<file path="src/rtl/bsram_pkg.sv">
package bsram_pkg;
  typedef enum logic [1:0] {
    ST_IDLE = 2'd0,
    ST_T1   = 2'd1,
    ST_TW   = 2'd2,
    ST_T2   = 2'd3
  } bus_st_e;

  typedef struct packed {
    logic we;
    logic word;
    logic bsel;
    logic narrow;
    logic early;
    logic ub;
    logic lb;
  } cyc_attr_t;
endpackage

</file>
<file path="src/rtl/bsram_mode_dec.sv">
module bsram_mode_dec #(
  parameter int N_AREA = 8,
  localparam int AIW = $clog2(N_AREA)
) (
  input  logic [AIW-1:0]    area_i,
  input  logic [N_AREA-1:0] bs_en_i,
  input  logic [N_AREA-1:0] wide_i,
  input  logic [N_AREA-1:0] burst_i,
  input  logic [N_AREA-1:0] mux_i,
  input  logic [N_AREA-1:0] rdn_early_i,
  output logic              bsel_o,
  output logic              narrow_o,
  output logic              early_o
);
  logic [N_AREA-1:0] bsel_v;
  logic [N_AREA-1:0] early_v;

  // other protocols and 8-bit width take precedence over byte-select
  for (genvar g = 0; g < N_AREA; g++) begin : g_area
    assign bsel_v[g]  = bs_en_i[g] & wide_i[g] & ~burst_i[g] & ~mux_i[g];
    assign early_v[g] = bsel_v[g] | rdn_early_i[g];
  end

  assign bsel_o   = bsel_v[area_i];
  assign narrow_o = ~wide_i[area_i];
  assign early_o  = early_v[area_i];
endmodule

</file>
<file path="src/rtl/bsram_lane.sv">
module bsram_lane #(
  parameter int DW = 16,
  localparam int LW = DW / 2
) (
  input  logic          word_i,
  input  logic          narrow_i,
  input  logic          a0_i,
  input  logic [DW-1:0] wdata_i,
  output logic          ub_o,
  output logic          lb_o,
  output logic [DW-1:0] wlane_o,
  input  logic          rd_word_i,
  input  logic          rd_ub_i,
  input  logic [DW-1:0] bus_rd_i,
  output logic [DW-1:0] rd_fmt_o
);
  logic full_w;
  assign full_w = word_i & ~narrow_i;

  // big-endian: even byte on upper lane
  assign ub_o    = narrow_i | word_i | ~a0_i;
  assign lb_o    = ~narrow_i & (word_i | a0_i);
  assign wlane_o = full_w ? wdata_i : {wdata_i[LW-1:0], wdata_i[LW-1:0]};

  always_comb begin
    if (rd_word_i)    rd_fmt_o = bus_rd_i;
    else if (rd_ub_i) rd_fmt_o = {{LW{1'b0}}, bus_rd_i[DW-1:LW]};
    else              rd_fmt_o = {{LW{1'b0}}, bus_rd_i[LW-1:0]};
  end
endmodule

</file>
<file path="src/rtl/bsram_seq.sv">
module bsram_seq import bsram_pkg::*; #(
  parameter int WAIT_W = 2
) (
  input  logic              clk_i,
  input  logic              rst_ni,
  input  logic              start_i,
  input  logic [WAIT_W-1:0] waits_i,
  output bus_st_e           state_o,
  output logic              last_o
);
  bus_st_e           st_q;
  logic [WAIT_W-1:0] cnt_q;

  always_ff @(posedge clk_i or negedge rst_ni) begin
    if (!rst_ni) begin
      st_q  <= ST_IDLE;
      cnt_q <= '0;
    end else begin
      unique case (st_q)
        ST_IDLE: if (start_i) begin
          st_q  <= ST_T1;
          cnt_q <= waits_i;
        end
        ST_T1: st_q <= (cnt_q == '0) ? ST_T2 : ST_TW;
        ST_TW: begin
          cnt_q <= cnt_q - 1'b1;
          if (cnt_q == WAIT_W'(1)) st_q <= ST_T2;
        end
        ST_T2: st_q <= ST_IDLE;
        default: st_q <= ST_IDLE;
      endcase
    end
  end

  assign state_o = st_q;
  assign last_o  = (st_q == ST_T2);
endmodule

</file>
<file path="src/rtl/bsram_ctrl.sv">
module bsram_ctrl import bsram_pkg::*; #(
  parameter int AW     = 24,
  parameter int DW     = 16,
  parameter int N_AREA = 8,
  parameter int WAIT_W = 2,
  localparam int AIW   = $clog2(N_AREA)
) (
  input  logic              clk_i,
  input  logic              rst_ni,
  input  logic              req_i,
  input  logic [AW-1:0]     addr_i,
  input  logic              we_i,
  input  logic              word_i,
  input  logic [DW-1:0]     wdata_i,
  input  logic [AIW-1:0]    area_i,
  input  logic [WAIT_W-1:0] wait_i,
  input  logic [N_AREA-1:0] bs_en_i,
  input  logic [N_AREA-1:0] wide_i,
  input  logic [N_AREA-1:0] burst_i,
  input  logic [N_AREA-1:0] mux_i,
  input  logic [N_AREA-1:0] rdn_early_i,
  output logic              busy_o,
  output logic              done_o,
  output logic [DW-1:0]     rdata_o,
  output logic              cs_n_o,
  output logic              rd_n_o,
  output logic              rw_o,
  output logic              ubs_n_o,
  output logic              lbs_n_o,
  output logic [AW-1:0]     addr_o,
  input  logic [DW-1:0]     bus_data_i,
  output logic [DW-1:0]     bus_data_o,
  output logic              bus_oe_o
);
  logic      dec_bsel, dec_narrow, dec_early;
  logic      ln_ub, ln_lb;
  logic [DW-1:0] ln_wdata, rd_fmt;
  bus_st_e   st;
  logic      last, start, act, in_t1, in_t2;
  cyc_attr_t attr_q;
  logic [AW-1:0] addr_q;
  logic [DW-1:0] wdat_q, rdata_q;
  logic      done_q;
  logic      t1_late_q, t2_late_q;
  logic      bsel_q;

  bsram_mode_dec #(.N_AREA(N_AREA)) u_mode (
    .area_i      (area_i),
    .bs_en_i     (bs_en_i),
    .wide_i      (wide_i),
    .burst_i     (burst_i),
    .mux_i       (mux_i),
    .rdn_early_i (rdn_early_i),
    .bsel_o      (dec_bsel),
    .narrow_o    (dec_narrow),
    .early_o     (dec_early)
  );

  bsram_lane #(.DW(DW)) u_lane (
    .word_i    (word_i),
    .narrow_i  (dec_narrow),
    .a0_i      (addr_i[0]),
    .wdata_i   (wdata_i),
    .ub_o      (ln_ub),
    .lb_o      (ln_lb),
    .wlane_o   (ln_wdata),
    .rd_word_i (attr_q.ub & attr_q.lb),
    .rd_ub_i   (attr_q.ub),
    .bus_rd_i  (bus_data_i),
    .rd_fmt_o  (rd_fmt)
  );

  bsram_seq #(.WAIT_W(WAIT_W)) u_seq (
    .clk_i   (clk_i),
    .rst_ni  (rst_ni),
    .start_i (start),
    .waits_i (wait_i),
    .state_o (st),
    .last_o  (last)
  );

  assign act   = (st != ST_IDLE);
  assign in_t1 = (st == ST_T1);
  assign in_t2 = (st == ST_T2);
  assign start = req_i & ~act;

  always_ff @(posedge clk_i or negedge rst_ni) begin
    if (!rst_ni) begin
      attr_q  <= '0;
      addr_q  <= '0;
      wdat_q  <= '0;
      rdata_q <= '0;
      done_q  <= 1'b0;
    end else begin
      done_q <= last;
      if (start) begin
        attr_q.we     <= we_i;
        attr_q.word   <= word_i;
        attr_q.bsel   <= dec_bsel;
        attr_q.narrow <= dec_narrow;
        attr_q.early  <= dec_early;
        attr_q.ub     <= ln_ub;
        attr_q.lb     <= ln_lb;
        addr_q        <= addr_i;
        wdat_q        <= ln_wdata;
      end
      if (last && !attr_q.we) rdata_q <= rd_fmt;
    end
  end

  // second-half markers, set by the falling edge inside T1 / T2
  always_ff @(negedge clk_i or negedge rst_ni) begin
    if (!rst_ni) begin
      t1_late_q <= 1'b0;
      t2_late_q <= 1'b0;
    end else begin
      t1_late_q <= in_t1;
      t2_late_q <= in_t2;
    end
  end

  logic rd_act, wr_open, ub_act, lb_act;
  assign rd_act  = act & ~attr_q.we & ~(attr_q.early & in_t2 & t2_late_q);
  assign wr_open = act & attr_q.we & (~in_t1 | t1_late_q);
  assign ub_act  = attr_q.bsel ? (act & attr_q.ub) : (wr_open & attr_q.ub);
  assign lb_act  = attr_q.bsel ? (act & attr_q.lb) : (wr_open & attr_q.lb);

  assign bsel_q     = attr_q.bsel;
  assign busy_o     = act;
  assign done_o     = done_q;
  assign rdata_o    = rdata_q;
  assign cs_n_o     = ~act;
  assign rd_n_o     = ~rd_act;
  assign rw_o       = ~(act & attr_q.we);
  assign ubs_n_o    = ~ub_act;
  assign lbs_n_o    = ~lb_act;
  assign addr_o     = addr_q;
  assign bus_oe_o   = act & attr_q.we;
  assign bus_data_o = wdat_q;
endmodule

</file>
<file path="config.mk">
export PLATFORM = sky130hd
export DESIGN_NAME = bsram_ctrl
export DESIGN_NICKNAME = d
export VERILOG_FILES = /design/src/rtl/bsram_pkg.sv /design/src/rtl/bsram_mode_dec.sv /design/src/rtl/bsram_lane.sv /design/src/rtl/bsram_seq.sv /design/src/rtl/bsram_ctrl.sv
export SDC_FILE = /design/constraint.sdc
export NUM_CORES = 1
export LEC_CHECK = 0
export BUFFER_PORTS_ARGS = -buffer_cell sky130_fd_sc_hd__clkbuf_2
export CAP_MARGIN = 40
export CORE_MARGIN = 2
export CORE_UTILIZATION = 49
export DETAILED_ROUTE_END_ITERATION = 10
export PLACE_DENSITY = 0.93
export SETUP_SLACK_MARGIN = 0.02
export SLEW_MARGIN = 25
export SYNTH_ARGS = -nofsm -noshare
export SYNTH_HDL_FRONTEND = slang
export SYNTH_SLANG_ARGS = --single-unit
</file>
<file path="constraint.sdc">
create_clock -name clk_i -period 3.1 [get_ports clk_i]
set_input_delay 0.31 -clock clk_i [delete_from_list [all_inputs] [get_ports clk_i]]
set_output_delay 0.31 -clock clk_i [all_outputs]
set_load 0.05 [all_outputs]
</file>
==> results of run 1 <==
[layout by cell type (no fill, tap or decap), types with 10 or more instances in the layout]
cell / instances
nand2_1: 129
dfrtp_1: 66
o21ai_0: 11
clkbuf_2: 165
mux2i_1: 10
clkbuf_8: 13
inv_1: 10
nor2_1: 12
[critical path, delay by kind of cell, from the launching register on]
family,cells,cell delay (ns)
flip-flops,1,0.41
AND/OR/NAND/NOR,3,0.34
buffers and inverters,1,0.16
AO/OA/AOI/OAI,1,0.05
[cell families after synthesis]
kind of cell,synth area share
AOI/OAI and AO/OA,0.114
DFF,0.528
and+or+nand+nor,0.233
muxes,0.0567
xor gates and xnor gates,0.00272
buffers and inverters,0.0419
adders and majority gates,0.0233
[power by group through the flow]
stage	registers, mW	clock network, mW	logic [mW]
after floorplan	2.77	0	1.07
after global placement	1.56	0	2.91
after detailed placement	1.59	0	3.01
after CTS	1.58	0.788	3.07
after global routing	1.63	0.838	3.28
final	1.58	0.774	3.08
[per-stage QoR]
stage	worst slack, ns	setup TNS, ns	power [mW]
floorplan	0.272	0	3.84
global placement	0.276	0	4.48
detailed placement	0.235	0	4.60
CTS	-0.0297	-0.0491	5.44
global route	-0.126	-0.231	5.75
finish	-0.0317	-0.0492	5.44
[worst paths after layout]
check | from | to | slack [ns] | depth (start not counted)
hold reg to reg | bus_data_o[6] | bus_data_o[6] | 0.48 | 2
min in group asynchronous | rst_ni | u_seq.state_o[1] | 0.41 | 2
setup / recovery | t1_late_q | lbs_n_o | -0.03 | 5
max in group asynchronous | rst_ni | t2_late_q | 1.05 | 2
hold / removal | addr_i[1] | addr_o[1] | 0.17 | 3
setup reg to reg | u_seq.state_o[1] | t1_late_q | 0.63 | 2
[flip-flops by register name, summed over array words and instances (netlist names)]
name           cells
bsel_q             1
attr_q             4
t2_late_q          1
bus_data_o        16
t1_late_q          1
done_o             1
rdata_o           16
u_seq.cnt_q        2
u_seq.state_o      2
addr_o            24
[cell type report]
cell class	count	share of cell area
multi-input cells	242	0.319
clock buffers	13	0.0407
well taps	77	0.0219
flip-flops and latches	68	0.387
inverters	11	0.00939
repair buffers	175	0.213
clock inverters	3	0.00967
[timing repair]
action | in CTS | in global routing
setup endpoints to repair | 2 | 3
hold buffers | 1 | 0
pin swaps | 4 | 1
endpoints found under the hold margin | 4 | 0
gates cloned | 0 | 0
resized for setup | 7 | 3
buffers inserted | 0 | 0
[per-layer routing]
layer  global-route usage  vias up  part of all wire
li1                     -     1483                 -
met1                0.309     1472              0.40
met2                0.435      162              0.50
met3               0.0486       28             0.066
met4                0.120        0             0.033
met5                    0        -                 0
==> run metrics, run 1 <==
setup repair after global routing missed its margin=yes; Finished Core Util=0.693; #FFs+latches synth=68; Filler cells=481; clock network fraction of design power=0.142; DR iter-0 viols=191; Via density=5.34; # IOs=170; CTS buffer count=9; slowest CP cell=dfrtn_1; clk buf depth=2; sw frac=0.530; WL per Instance=15.3 um; Skew-Pair Late Insertion Delay=~0.32 ns; DP Wirelength=slightly below 7000 um; Final Routed Wirelength=approximately 9000 um; die width=85.1 um; Flop pwr share=0.291; status=finished with violations; core box area=between 0.006 and 0.007 mm^2; PwrDens=around 1200 mW/mm^2; Rel. slew slack=0.473; layout cells sized above 1=0.400; CTS sink cnt=68; Slew Limit Fails=0; FP Rows=29; asr flop ratio synth=1.00; Storage cell area=0.00170 mm^2; Post-Layout Cell Count=589; RePlAce Congestion=just over 0.9; Combinational Power Share=0.567; violated checks=setup timing; crit-path max FO=2; GR Overflow Total=0; routed vias=3145; VDD IR max=0.905 mV; placed insts=570; final instance area=about 0.0044 mm^2; Synth Cell Area=~0.0032 mm^2; setup ws final=-0.0317 ns; TritonCTS clock tree=yes; Overall Global Routing Usage=0.254; Post-DP Area=0.00410 mm^2; Synthesized Nets=454; CP arrival=2.82 ns; final hold slack=about 0.17 ns; DRC Markers=0; Hold Vio Cnt, Final=0; htree depth=3; syn_area_per_cell=9.43 um^2; Hold/Removal Path Class=in -> reg; CTS root buf=clkbuf_8; initial antenna violation count=0; Starting Density=0.508; Area Growth Syn to Fin=36.4%; Top FF cell, synth=dfrtp_1; LEAKAGE=approximately 2.5 nW; sequential area share after synthesis=0.528; WP data required=2.79 ns; Die Ht=85.1 um; die area=0.00725 mm^2; Setup crit end kind=primary output; count leader, synth=nand2_1; CP Cell Sequence=nand2b_4, a21oi_2, nor2_2, nand2_1, buf_8; Final nets=roughly 620; crit path launch type=flip-flop; pin count of the biggest net entering global routing=63; Clk pin slew, worst setup/hold paths=around 0.07 ns; Cells after Synth=342; number of global-route vias before repair=3069; slowest stage delay, CP=0.41 ns; Net Switching=just under 3 mW; Crit Path Category=reg -> out; Least-Margin Pin Slew=0.790 ns; Ys Warns=0; max-cap viol count=0; final setup skew=about 0.0074 ns; number of synthesized flops with an enable pin=0; first-pass GRT wire length=14500 um; dominant cell type by area after synthesis=dfrtp_1; post-synth top area share=0.512; diodes inserted=0; Netlist cell types=39; Synth top cells by count=nand2_1, dfrtp_1, clkbuf_1; DRT Pass-1 Iters=5; post-route ant nets=0; Area contributors post-synth=dfrtp_1, nand2_1, mux2i_1; multi-input logic area=0.00140 mm^2; Setup violations, final=2; internal power=2.56 mW; I/O Buffers=169
Power figures use the tool's default switching activity.
==> inputs of run 2 (changes only) <==
==> constraint.sdc (replaced) <==
create_clock -name clk_i -period 3.1 [get_ports clk_i]
set_input_delay 0.62 -clock clk_i [delete_from_list [all_inputs] [get_ports clk_i]]
set_output_delay 0.62 -clock clk_i [all_outputs]
set_load 0.05 [all_outputs]
==> run 2 against run 1 <==
Effect of this change: the flow still finishes with violations (setup timing); setup slack worse by 0.34 ns; non-clock buffer count down 1; register-to-register slack got worse by 0.03 ns; critical path type unchanged; critical endpoint unchanged; highest routed layer unchanged.
==> run metrics, run 2 (synthesis results as in run 1) <==
core box area=0.00635 mm^2; die width=85.1 um; crit path launch type=flip-flop; Slew Limit Fails=0; Setup violations, final=3; Post-Layout Cell Count=587; setup repair after global routing missed its margin=yes; Final nets=618; die area=0.00725 mm^2; GR Overflow Total=0; number of global-route vias before repair=2989; # IOs=170; CP arrival=between 2 and 3 ns; max reg flops=24; routed vias=3065; clk buf depth=2; CTS root buf=clkbuf_8; Hold Vio Cnt, Final=0; Starting Density=0.508; most common cell after layout, fill and taps aside=clkbuf_2; Area Growth Syn to Fin=36.7%; Post-DP Area=0.00411 mm^2; FP Rows=29; RePlAce Congestion=0.896; Die Ht=85.1 um; diodes inserted=0; CTS buffer count=9; DP Wirelength=between 6000 and 7000 um; slowest stage delay, CP=0.41 ns; htree depth=3; slowest CP cell=dfrtn_1; post-route ant nets=0; first-pass GRT wire length=14200 um; Hold/Removal Path Class=in -> async; Via density=5.22; Final Routed Wirelength=8790 um; initial antenna violation count=0; LEAKAGE=2.47 nW; TritonCTS clock tree=yes; I/O Buffers=169; Clk pin slew, worst setup/hold paths=0.07 ns; CTS sink cnt=68; VDD IR max=0.995 mV; Skew-Pair Late Insertion Delay=approximately 0.32 ns; DRT Pass-1 Iters=4; setup ws final=-0.370 ns; Setup crit end kind=primary output; pin count of the biggest net entering global routing=63; PwrDens=1250 mW/mm^2; violated checks=setup timing; final instance area=0.00441 mm^2; DRC Markers=0; Final TNS setup=-0.905 ns; DR iter-0 viols=184; most frequent cells in the layout=clkbuf_2, nand2_1, dfrtp_1; crit-path max FO=2; Rel. slew slack=0.622; layout cells sized above 1=0.402; WL per Instance=15.0 um; CP Cell Sequence=nand2b_4, a21oi_2, nor2_2, nand2_1, buf_8; Least-Margin Pin Slew=around 0.56 ns; Overall Global Routing Usage=0.245; Crit Path Category=reg -> out; final setup skew=0.0103 ns; WP data required=2.48 ns; placed insts=570; status=finished with violations; max-cap viol count=0
[run 2: cell count changes in the layout (fill, tap and decap cells not counted), sizes merged]
| cell | before | now |
|---|---|---|
| dlygate4sd3 | 1 | 0 |
| clkbuf | 178 | 176 |
| bufinv | 1 | 2 |
[run 2: cell type report]
cell class / count / area [um^2]
multi-input combinational: 242 / 1400
fill: 497 / 1940
timing repair buffer: 174 / 942
tap: 77 / 96.3
sequential: 68 / 1700
clock buffer: 11 / 151
clock inverter: 4 / 72.6
inverter: 11 / 41.3
[run 2: path summary, 6_finish.rpt]
path | end | slack, ns | start | depth (start not counted)
max | lbs_n_o | -0.37 | t1_late_q | 5
min | u_seq.state_o[0] | 0.12 | rst_ni | 1
max reg2reg | t1_late_q | 0.60 | u_seq.state_o[1] | 2
min reg2reg | addr_o[18] | 0.48 | addr_o[18] | 2
max in group asynchronous | t1_late_q | 1.34 | rst_ni | 1
min in group clk_i | addr_o[1] | 0.48 | addr_i[1] | 3
[run 2: power breakdown]
group	switching, mW	internal (mW)	leakage, nW
Sequential	0.263	1.32	0.852
Combinational	2.29	0.816	1.51
Clock	0.313	0.491	0.111
Total	2.87	2.62	2.47
[run 2: timing repair]
item | 4_1_cts | 5_1_grt
gates resized for setup | 4 | 6
setup buffers | 0 | 0
pin swaps | 1 | 4
hold buffers | 0 | 0
gates cloned | 0 | 0
setup endpoints to repair | 3 | 3
[run 2: worst max-delay path: cells and delay by family, from the launching register on]
family	cells	cell delay [ns]
AOI/OAI and AO/OA	1	0.05
buffers and inverters	1	0.16
and+or+nand+nor	3	0.37
DFF	1	0.41
[run 2: per-stage QoR]
step	power (mW)	hold slack, ns	util	worst slack (ns)
floorplan	3.84	0.324	-	-0.0375
global placement	4.52	0.457	0.647	-0.0401
detailed placement	4.63	0.461	0.647	-0.111
CTS	5.47	0.113	0.685	-0.375
global route	5.80	0.105	0.694	-0.429
finish	5.49	0.120	0.694	-0.370
[run 2: routing by layer]
metal | wire [um] | GRT usage
met4 | 237 | 0.0981
met2 | 4420 | 0.425
met3 | 544 | 0.0438
met5 | 0 | 0
met1 | 3590 | 0.304
==> inputs of run 3 (changes only) <==
Settings changed: ABC_CLOCK_PERIOD_IN_PS set to 3100, RECOVER_POWER set to 100.
==> run 3 against run 2 <==
Effect of this change: the run still ends with setup timing left; sequential cell count did not move; worst hold slack improved by 0.067 ns; register-to-register slack barely moved; via count rose by 0.88%; largest cell class unchanged; wire length rose by 0.60%; die area did not move; design area fell by 3.0%.
==> run metrics, run 3 (synthesis results as in run 1) <==
Crit Path Category=reg -> out; FP Rows=29; Setup crit end kind=primary output; Post-Layout Cell Count=between 500 and 600; initial antenna violation count=0; Setup violations, final=3; # IOs=170; Via density=5.27; final hold slack=0.187 ns; Final TNS setup=-0.906 ns; LEAKAGE=between 2 and 2.5 nW; Place WS=-0.111 ns; post-route ant nets=0; DP Wirelength=6660 um; placed insts=570; Hold/Removal Path Class=in -> async; I/O Buffers=169; Overall Global Routing Usage=0.245; layout cells sized above 1=0.275; Hold Vio Cnt, Final=0; Clk pin slew, worst setup/hold paths=0.07 ns; diodes inserted=0; CTS buffer count=9; max reg flops=24; crit-path max FO=2; Area Growth Syn to Fin=32.7%; Slew Limit Fails=0; setup ws final=-0.370 ns; crit path launch type=flip-flop; Least-Margin Pin Slew=1.32 ns; most common cell after layout, fill and taps aside=nand2_1; DR iter-0 viols=around 150; r2r setup slk=0.60 ns; Final Routed Wirelength=approximately 8800 um; DRT Pass-1 Iters=4; Die Ht=85.1 um; Filler cells=547; Rel. slew slack=0.118; core box area=~0.0063 mm^2; pin count of the biggest net entering global routing=63; Final nets=618; clk buf depth=2; max-cap viol count=0; routed vias=3092; RePlAce Congestion=0.896; Starting Density=0.508; htree depth=3; TritonCTS clock tree=yes; violated checks=setup timing; DRC Markers=0; WL per Instance=roughly 15 um; CTS root buf=clkbuf_8; CTS sink cnt=68; most frequent cells in the layout=nand2_1, clkbuf_2, dfrtp_1; GR Overflow Total=0; CP arrival=2.85 ns; WP data required=2.48 ns; status=finished with violations; PwrDens=around 1300 mW/mm^2; final setup skew=0.0101 ns; Post-CTS Setup Inserts=0; Skew-Pair Late Insertion Delay=0.32 ns; # hold bufs at CTS=0; setup repair after global routing missed its margin=yes; first-pass GRT wire length=roughly 14000 um; Finished Core Util=0.674; die area=a little over 0.007 mm^2; die width=roughly 85 um; VDD IR max=between 0.9 and 1 mV; number of global-route vias before repair=2989
-- run 3: cell count changes in the layout (fill, tap and decap cells not counted), moves of 2 or more --
cell      delta
o211ai_2     -4
clkbuf_1    +61
o211ai_1     +4
buf_4        -2
clkbuf_2    -56
-- run 3: final cells by class --
class                           count  area [um^2]  share of cell area
Sequential cell                    68         1700               0.398
Inverter                           11         41.3             0.00965
Clock inverter                      4         72.6              0.0170
Timing Repair Buffer              174          832               0.194
Clock buffer                       11          151              0.0354
Multi-Input combinational cell    242         1380               0.323
Tap cell                           77         96.3              0.0225
-- run 3: critical path, stage by stage (launching register included) --
cell	delay, ns
dfrtn_1	0.41
nand2b_4	0.12
a21oi_2	0.05
nor2_2	0.15
nand2_1	0.10
buf_8	0.16
-- run 3: final timing paths --
path / start / end / cells past startpoint
max: t1_late_q / lbs_n_o / 5
min: rst_ni / u_seq.state_o[0] / 1
max reg2reg: u_seq.state_o[1] / t1_late_q / 2
min reg2reg: addr_o[3] / addr_o[3] / 2
max in group asynchronous: rst_ni / addr_o[15] / 3
min in group clk_i: addr_i[1] / addr_o[1] / 3
-- run 3: metrics by stage --
stage | instance area (um^2) | power [mW]
2_1_floorplan | 3220 | 3.84
3_3_place_gp | 4110 | 4.52
3_5_place_dp | 4110 | 4.63
4_1_cts | 4350 | 5.47
5_1_grt | 4280 | 5.68
6_report | 4280 | 5.37
-- run 3: what timing repair did --
| action | 4_1_cts | 5_1_grt |
|---|---|---|
| endpoints found under the setup margin | 3 | 3 |
| pin swaps | 1 | 4 |
| gates resized for setup | 4 | 6 |
-- run 3: per-layer routing --
metal,vias to the layer above,track usage,routed length [um]
met5,-,0,0
met1,1434,0.304,3610
met2,153,0.425,4420
met4,0,0.0981,238
li1,1483,-,-
met3,22,0.0438,572
-- run 3: report_power, final --
group	internal (mW)	switching [mW]	total (mW)
clock	0.491	0.312	0.803
sequential	1.32	0.261	1.58
combinational	0.705	2.29	2.99
